**src/rtl/cbd_pkg.sv**
```systemverilog
package cbd_pkg;

   // Field positions are behaviour: the divisor codes live here.
   localparam int CORE_LSB = 25;
   localparam int BUS_LSB  = 20;
   localparam int PER_LSB  = 18;
   localparam int TOP_BIT  = 27;

   // Largest entry of each table.
   localparam int CORE_MAX = 16;
   localparam int BUS_MAX  = 32;
   localparam int PER_MAX  = 8;

   function automatic int unsigned core_div(input logic [2:0] code);
      case (code)
         3'd1:    return 2;
         3'd2:    return 4;
         3'd3:    return 8;
         3'd4:    return 16;
         default: return 1;
      endcase
   endfunction

   function automatic int unsigned bus_div(input logic [2:0] code);
      case (code)
         3'd0:    return 1;
         3'd1:    return 2;
         3'd2:    return 4;
         3'd3:    return 5;
         3'd4:    return 6;
         3'd5:    return 8;
         3'd6:    return 16;
         default: return 32;
      endcase
   endfunction

   function automatic int unsigned per_div(input logic [1:0] code);
      return 32'd1 << code;
   endfunction

endpackage

```
**src/rtl/cbd_root_sel.sv**
```systemverilog
module cbd_root_sel (
   input  logic use_pll,
   input  logic pll_tick,
   input  logic xtal_tick,
   output logic root_tick
);

   always_comb begin
      if (use_pll) root_tick = pll_tick;
      else         root_tick = xtal_tick;
   end

endmodule

```
**src/rtl/cbd_stage.sv**
```systemverilog
module cbd_stage #(
   parameter  int MAX_DIV = 16,
   localparam int DW      = $clog2(MAX_DIV + 1)
) (
   input  logic          clk,
   input  logic          rst_n,
   input  logic          tick,
   input  logic [DW-1:0] div_in,
   output logic          pulse
);

   localparam logic [DW-1:0] ONE = DW'(1);

   if (MAX_DIV < 1) begin : g_bad_max
      $error("cbd_stage: MAX_DIV must be at least 1");
   end

   logic [DW-1:0] cnt;
   logic [DW-1:0] div_q;
   logic          armed;
   logic          term;

   assign term  = (cnt == div_q - ONE);
   assign pulse = armed & tick & term;

   always_ff @(posedge clk or negedge rst_n) begin
      if (!rst_n) begin
         cnt   <= '0;
         div_q <= ONE;
         armed <= 1'b0;
      end else if (!armed) begin
         div_q <= div_in;
         cnt   <= '0;
         armed <= 1'b1;
      end else if (tick) begin
         if (term) begin
            cnt   <= '0;
            div_q <= div_in;
         end else begin
            cnt <= cnt + ONE;
         end
      end
   end

endmodule

```
**src/rtl/cbd_clkgen.sv**
```systemverilog
module cbd_clkgen #(
   parameter int CFG_W   = 32,
   parameter int BYP_BIT = 23,
   parameter int NUM_DMA = 12
) (
   input  logic               clk,
   input  logic               rst_n,
   input  logic               pll_tick,
   input  logic               xtal_tick,
   input  logic [CFG_W-1:0]   cfg_word,
   output logic               core_ce,
   output logic               bus_ce,
   output logic               per_ce,
   output logic [NUM_DMA-1:0] dma_ce
);

   import cbd_pkg::*;

   localparam int CDW = $clog2(CORE_MAX + 1);
   localparam int BDW = $clog2(BUS_MAX + 1);
   localparam int PDW = $clog2(PER_MAX + 1);

   if (CFG_W <= TOP_BIT) begin : g_bad_width
      $error("cbd_clkgen: CFG_W too small for the divisor fields");
   end
   if (BYP_BIT >= CFG_W || (BYP_BIT >= PER_LSB && BYP_BIT <= TOP_BIT && BYP_BIT != 23 && BYP_BIT != 24))
   begin : g_bad_byp
      $error("cbd_clkgen: BYP_BIT overlaps a divisor field or lies outside the word");
   end
   if (NUM_DMA < 1) begin : g_bad_dma
      $error("cbd_clkgen: NUM_DMA must be at least 1");
   end

   logic [2:0]     core_code;
   logic [2:0]     bus_code;
   logic [1:0]     per_code;
   logic [CDW-1:0] core_dv;
   logic [BDW-1:0] bus_dv;
   logic [PDW-1:0] per_dv;
   logic           root_tick;
   logic           unused_cfg_bits;

   assign core_code       = cfg_word[CORE_LSB +: 3];
   assign bus_code        = cfg_word[BUS_LSB +: 3];
   assign per_code        = cfg_word[PER_LSB +: 2];
   assign unused_cfg_bits = ^cfg_word;

   assign core_dv = CDW'(core_div(core_code));
   assign bus_dv  = BDW'(bus_div(bus_code));
   assign per_dv  = PDW'(per_div(per_code));

   cbd_root_sel u_root (
      .use_pll   (cfg_word[BYP_BIT]),
      .pll_tick  (pll_tick),
      .xtal_tick (xtal_tick),
      .root_tick (root_tick)
   );

   cbd_stage #(.MAX_DIV(CORE_MAX)) u_core (
      .clk    (clk),
      .rst_n  (rst_n),
      .tick   (root_tick),
      .div_in (core_dv),
      .pulse  (core_ce)
   );

   cbd_stage #(.MAX_DIV(BUS_MAX)) u_bus (
      .clk    (clk),
      .rst_n  (rst_n),
      .tick   (root_tick),
      .div_in (bus_dv),
      .pulse  (bus_ce)
   );

   // Peripheral divider counts bus enables, not root ticks.
   cbd_stage #(.MAX_DIV(PER_MAX)) u_per (
      .clk    (clk),
      .rst_n  (rst_n),
      .tick   (bus_ce),
      .div_in (per_dv),
      .pulse  (per_ce)
   );

   for (genvar g = 0; g < NUM_DMA; g++) begin : g_dma
      assign dma_ce[g] = bus_ce;
   end

endmodule

```
**config.mk**
```make
export PLATFORM = sky130hd
export DESIGN_NAME = cbd_clkgen
export DESIGN_NICKNAME = d
export VERILOG_FILES = /design/src/rtl/cbd_pkg.sv /design/src/rtl/cbd_root_sel.sv /design/src/rtl/cbd_stage.sv /design/src/rtl/cbd_clkgen.sv
export SDC_FILE = /design/constraint.sdc
export NUM_CORES = 1
export LEC_CHECK = 0
export ABC_AREA = 1
export CAP_MARGIN = 20
export CORE_UTILIZATION = 45
export DETAILED_ROUTE_END_ITERATION = 7
export GPL_TIMING_DRIVEN = 0
export PLACE_DENSITY = 0.77
export SLEW_MARGIN = 20
export SYNTH_ARGS = -nofsm -noshare
export SYNTH_HDL_FRONTEND = slang
export SYNTH_SLANG_ARGS = --single-unit
```
**constraint.sdc**
```tcl
create_clock -name clk -period 3.3 [get_ports clk]
set_clock_uncertainty 0.1 [all_clocks]
set_input_delay 0.66 -clock clk [delete_from_list [all_inputs] [get_ports clk]]
set_output_delay 0.66 -clock clk [all_outputs]
set_load 0.01 [all_outputs]
```
==> results of run 1 <==
==> how the worst max path moves through the flow <==
stage	to	slack, ps	cells past startpoint
floorplan	dma_ce[0]	700	11
global placement	dma_ce[11]	-230	8
detailed placement	dma_ce[6]	-280	8
CTS	dma_ce[1]	5	10
global route	dma_ce[11]	10	13
finish	dma_ce[11]	160	13
==> logic make-up (layout without fill, tap and decap cells) <==
family | count (synthesis) | after routing | share of synthesized area
AO/OA/AOI/OAI | 24 | 24 | 0.0702
XOR/XNOR | 19 | 19 | 0.0778
adder cells (fa/ha/maj) | 6 | 6 | 0.0351
buffers and inverters | 51 | 98 | 0.119
flip-flops | 31 | 31 | 0.364
other | 1 | 1 | 0.00175
AND/OR/NAND/NOR | 154 | 154 | 0.332
==> what timing repair did <==
action                                  CTS  global route
cloned                                    1             0
endpoints found under the setup margin   13             9
pin swaps                                 1             0
resized for setup                        16            11
buffers inserted                          7             4
==> per-stage QoR <==
stage,TNS (ps),utilization,setup WS (ps),power (uW)
2_1_floorplan,0,-,696,868
3_3_place_gp,-2860,0.553,-233,969
3_5_place_dp,-3520,0.552,-284,984
4_1_cts,0,0.591,5.43,1380
5_1_grt,0,0.602,12.0,1490
6_report,0,0.602,164,1380
==> layout make-up <==
type,instances,area [um^2],share of cell area
clock buffer,6,82.6,0.0306
timing repair buffer,38,334,0.124
multi-input combinational,204,1130,0.420
buffer,16,124,0.0460
tap,52,65.1,0.0241
clock inverter,2,35.0,0.0130
timing repair inverter,1,7.51,0.00279
inverter,35,135,0.0501
sequential,31,779,0.289
==> cell usage in the layout (no fill, tap or decap), types with 3 or more instances in the layout <==
| cell | instances |
|---|---|
| dlymetal6s2s_1 | 3 |
| nor3_1 | 6 |
| nand2_1 | 69 |
| o21ai_2 | 6 |
| nand2_2 | 6 |
| clkdlybuf4s50_1 | 11 |
| nor2_2 | 4 |
| nand3_1 | 29 |
| buf_4 | 26 |
| nor2_1 | 26 |
| dlygate4sd2_1 | 9 |
| xor2_1 | 9 |
| ha_1 | 5 |
| a21oi_1 | 9 |
| xnor2_1 | 10 |
| clkbuf_8 | 6 |
| o21ai_0 | 6 |
| nand4_1 | 3 |
| inv_1 | 32 |
| dfstp_2 | 3 |
| dfrtp_1 | 28 |
==> sequential cells by signal, indices dropped and copies added (netlist names) <==
name and flops:
u_bus.armed 1, u_bus.div_q 6, u_core.div_q 5, u_per.cnt 4
u_bus.cnt 6, u_core.cnt 5, u_per.div_q 4
==> power breakdown <==
part | internal (uW) | leakage (uW) | switching (uW)
registers | 449 | 0.000403 | 79.0
clock network | 244 | 0.0000612 | 142
logic | 209 | 0.000973 | 256
==> metal layers <==
metal / up-vias / global-route usage / routed length, um
li1: 989 / - / -
met3: 4 / 0.0427 / 129
met5: - / 0 / 0
met4: 0 / 0.0667 / 49
met1: 864 / 0.226 / 2050
met2: 31 / 0.338 / 2130
==> results.sh, run 1 <==
export IMPL_status="finished, violations left"
export IMPL_failed_checks="DRC"
export IMPL_start_kind="flip-flop"
export IMPL_synth_most_common_cell="nand2_1"
export IMPL_synth_edf_count=0
export IMPL_placed_area_um2=2470
export IMPL_tritoncts="done"
export IMPL_yosysWarnings=0
export IMPL_synth_common_cells="nand2_1 (69), inv_1 (33), nand3_1 (29)"
export IMPL_clk_path_buf_depth=2
export IMPL_powerDensity_nw_per_um2=512
export IMPL_fmax_ghz=0.319
export IMPL_cp_data_arrival_time_ps=2380
export IMPL_fill_cells=415
export IMPL_grt_pass1_vias=1759
export IMPL_via_per_inst=4.90
export IMPL_synthArstFlopShare=1.00
export IMPL_synth_top_area_share=0.327
export IMPL_yosysSeqAreaShare=0.364
export IMPL_cts_reportedPaths_clkPinSlew_ps=70
export IMPL_wl_mm=4.36
export IMPL_cap_violations=0
export IMPL_slew_violations=0
export IMPL_crit_chain="inv_2, ha_2, inv_1, nand2_1, nand2_1, nor2_2, nand2_1, nor2_2, nand3_4, clkinvlp_4, buf_4, buf_4, dlygate4sd2_1"
export IMPL_cp_num_buf_inv=6
export IMPL_synth_largest_area_cell="dfrtp_1"
export IMPL_dp_cells=365
export IMPL_grt_max_degree=32
export IMPL_area_growth_pct=26.0
export IMPL_die_h_um=71.0
export IMPL_tightest_slew_ps=677
export IMPL_die_area_um2=5030
export IMPL_gp_congestion=0.838
export IMPL_antenna_found_initial=0
export IMPL_r2r_cells=14
export IMPL_r2r_setup_slack_ps=1060
export IMPL_drt_drc_violations_left=2
export IMPL_postSynthCellCount=286
export IMPL_hold_ws_ps=312
export IMPL_hold_violations=0
export IMPL_r2r_start="u_bus.div_q[0]"
export IMPL_rows=24
export IMPL_cpMostUsedCell="nand2_1"
export IMPL_setup_viol=0
export IMPL_avgSynthCellArea_um2=7.48
export IMPL_relSlewSlack=0.549
export IMPL_final_instance_count_excl_fill=385
export IMPL_syn_area_um2=2140
export IMPL_cts_hold_buf=0
export IMPL_fin_area_um2=2700
export IMPL_worstSetupPathType="reg -> out"
export IMPL_grt_use_total=0.190
export IMPL_synth_top_cells_by_area="dfrtp_1 (33%), nand2_1 (12%), nand3_1 (6.8%)"
export IMPL_fin_crit_sh=0.950
export IMPL_layout_drive_gt1_share=0.219
export IMPL_cts_htree_levels=2
export IMPL_clock_insertion_delay_worst_skew_ps=280
export IMPL_grt_pass1_wl_mm=7.47
export IMPL_synth_ff_type="dfrtp_1"
export IMPL_port_buffers=27
export IMPL_die_w_um=71.0
export IMPL_wl_per_cell_um=11.3
export IMPL_critical_path_top_delay_family="buffers and inverters"
export IMPL_min_path_type="in -> async"
export IMPL_crit_slowest_cell="dfstp_2"
export IMPL_crit_start="u_bus.div_q[0]"
export IMPL_initial_utilization=0.478
export IMPL_critPathRequiredTime_ps=2540
export IMPL_io_pins=51
export IMPL_finalCriticalPeriod_ps=3140
export IMPL_yosysUniqueCellTypes=29
export IMPL_clock_sinks=31
export IMPL_rsz0062_at_grt="no"
export IMPL_slowest_delay_ps=540
export IMPL_dp_hpwl_mm=3.14
export IMPL_r2r_end="u_per.div_q[3]"
export IMPL_synth_seq_cells=31
export IMPL_drtIter0Drc=118
export IMPL_final_nets=374
export IMPL_numCtsBuffers=5
export IMPL_core_area_um2=4470
export IMPL_syn_nets=328
export IMPL_drtPass1Iterations=8
export IMPL_endpoint_kind="primary output"
export IMPL_cp_max_fo=6
export IMPL_root_buffer="clkbuf_8"
export IMPL_grt_overflow=0
export IMPL_leakagePower_uw=0.00144
export IMPL_via_count=1888
export IMPL_vdd_ir_drop_max_v=0.000244
export IMPL_diodes=0
export IMPL_ant_nets=0
Power figures use the tool's default switching activity.
==> run 2, diff against run 1 <==
CAP_MARGIN = not set   (was 20)
CELL_PAD_IN_SITES_DETAIL_PLACEMENT = 0   (was not set)
CELL_PAD_IN_SITES_GLOBAL_PLACEMENT = 1   (was not set)
CORE_UTILIZATION = 36   (was 45)
HOLD_SLACK_MARGIN = 0.02   (was not set)
PLACE_DENSITY = 0.85   (was 0.77)
==> run 2 against run 1 <==
The run now ends clean. Non-clock buffer count increased by 3. Maximum frequency decreased by 0.91%. First-iteration DRC count decreased by 35%. Core utilization decreased by 12 points. Sequential power about the same. Clock power decreased by 20%. Combinational power about the same. Critical path depth unchanged. Hold slack improved by 7.6 ps. Largest cell class unchanged. Highest routed layer unchanged.
==> results.sh, run 2 (same netlist as run 1, synthesis figures left out) <==
export IMPL_via_count=1877
export IMPL_die_area_um2=6260
export IMPL_hold_violations=0
export IMPL_drt_drc_violations_left=0
export IMPL_start_kind="flip-flop"
export IMPL_placed_area_um2=2490
export IMPL_area_growth_pct=26.7
export IMPL_reg_top3="u_bus.cnt x6, u_bus.div_q x6"
export IMPL_relSlewSlack=0.542
export IMPL_rsz0062_at_grt="no"
export IMPL_cts_htree_levels=2
export IMPL_fin_crit_sh=0.959
export IMPL_port_buffers=27
export IMPL_layout_drive_gt1_share=0.223
export IMPL_seqCellArea_um2=779
export IMPL_drtIter0Drc=77
export IMPL_setup_viol=0
export IMPL_wl_per_cell_um=10.9
export IMPL_final_instance_count_excl_fill=408
export IMPL_die_w_um=79.1
export IMPL_multiInputGateArea_um2=1120
export IMPL_r2r_cells=15
export IMPL_final_cell_mix="nand2_1 (69), inv_1 (32), nand3_1 (29), buf_4 (29), dfrtp_1 (28)"
export IMPL_clock_sinks=31
export IMPL_dr_wl_met2_mm=2.28
export IMPL_grt_max_degree=32
export IMPL_tritoncts="done"
export IMPL_via_per_inst=4.60
export IMPL_clock_insertion_delay_worst_skew_ps=280
export IMPL_tightest_slew_ps=687
export IMPL_die_h_um=79.1
export IMPL_fill_cells=575
export IMPL_clk_path_buf_depth=2
export IMPL_leakagePower_uw=0.00144
export IMPL_endpoint_kind="primary output"
export IMPL_drtPass1Iterations=4
export IMPL_fmax_ghz=0.316
export IMPL_vdd_ir_drop_max_v=0.000250
export IMPL_dp_hpwl_mm=3.24
export IMPL_grt_pass1_vias=1799
export IMPL_grt_overflow=0
export IMPL_cts_hold_buf=0
export IMPL_slowest_delay_ps=550
export IMPL_min_path_type="in -> async"
export IMPL_dp_cells=385
export IMPL_crit_chain="inv_2, ha_2, inv_1, nand2_1, nand2_1, nor2_2, nand2_1, nor2_2, nand3_4, clkinvlp_4, buf_4, buf_4, dlygate4sd2_1"
export IMPL_grt_use_total=0.159
export IMPL_root_buffer="clkbuf_8"
export IMPL_finalPower_uw=1300
export IMPL_fin_area_um2=2710
export IMPL_cpMostUsedCell="nand2_1"
export IMPL_diodes=0
export IMPL_wl_mm=4.47
export IMPL_mostFrequentLayoutCell="nand2_1"
export IMPL_powerDensity_nw_per_um2=480
export IMPL_finalCriticalPeriod_ps=3160
export IMPL_grt_pass1_wl_mm=7.86
export IMPL_initial_utilization=0.382
export IMPL_critical_path_top_delay_family="buffers and inverters"
export IMPL_wl_met3_um=130
export IMPL_r2r_setup_slack_ps=930
export IMPL_crit_slowest_cell="dfstp_2"
export IMPL_rows=27
export IMPL_cp_num_buf_inv=6
export IMPL_cap_violations=0
export IMPL_worstSetupPathType="reg -> out"
export IMPL_cp_data_arrival_time_ps=2400
export IMPL_antenna_found_initial=0
export IMPL_ant_nets=0
export IMPL_r2r_start="u_bus.div_q[0]"
export IMPL_critPathRequiredTime_ps=2540
export IMPL_wl_met1_mm=2.01
export IMPL_io_pins=51
export IMPL_cts_reportedPaths_clkPinSlew_ps=70
export IMPL_core_area_um2=5610
export IMPL_slew_violations=0
export IMPL_highest_layer="met4"
export IMPL_cp_max_fo=6
export IMPL_status="complete, no violations"
export IMPL_gp_congestion=0.768
export IMPL_numCtsBuffers=5
export IMPL_r2r_end="u_per.div_q[1]"
export IMPL_final_nets=377
-- run 2: worst register-to-register path, cell delays in order, from the launching register on --
cell and delay, ps:
dfstp_2 550, inv_2 70, ha_2 330, inv_1 40, nand2_1 50, nand2_1 50, nor2_2 110, nand2_1 80
nor2_2 120, nand3_4 120, buf_4 170, buf_4 130, nand2_4 80, buf_6 160, nand3_1 80, nand2_1 70
-- run 2: what timing repair did --
| action | CTS | global route |
|---|---|---|
| cloned | 1 | 0 |
| endpoints found under the setup margin | 14 | 12 |
| gates resized for setup | 17 | 10 |
| hold endpoints to repair | 0 | 0 |
| pin swaps | 1 | 0 |
| buffers inserted | 13 | 1 |
-- run 2: cell type report --
class	instances	area share
inverters	35	0.0499
flip-flops and latches	31	0.288
repair inverters	1	0.00277
plain buffers	16	0.0457
repair buffers	41	0.132
well taps	72	0.0332
clock buffers	7	0.0319
clock inverters	1	0.00185
multi-input cells	204	0.415
-- run 2: through the flow --
step	hold slack (ps)	util	TNS [ps]	setup WS [ps]
after floorplan	264	-	0	696
after global placement	374	0.446	-3220	-259
after detailed placement	376	0.445	-3650	-294
after CTS	344	0.480	-4.00	-4.00
after global routing	371	0.483	0	1.24
final	319	0.483	0	135
-- run 2: worst max path at each step --
stage                               from         end  slack [ps]  depth (start not counted)
after floorplan           u_bus.div_q[0]   dma_ce[0]         700                         11
after global placement      cfg_word[23]   dma_ce[7]        -260                          8
after detailed placement    cfg_word[23]   dma_ce[3]        -290                          8
after CTS                 u_bus.div_q[0]   dma_ce[2]          -4                         11
after global routing      u_bus.div_q[0]   dma_ce[0]           1                         13
final                     u_bus.div_q[0]  dma_ce[11]         140                         13
-- run 2: per-layer routing --
layer / vias up / global-route usage
met3: 4 / 0.0218
li1: 989 / -
met2: 25 / 0.278
met1: 859 / 0.198
met5: - / 0
met4: 0 / 0.0564
-- run 2: power breakdown --
part           leakage, uW  switching (uW)  internal, uW  total (uW)
Combinational     0.000984             255           211         466
Clock            0.0000482             140           168         308
Sequential        0.000403            77.3           449         527
Total              0.00144             472           829        1300
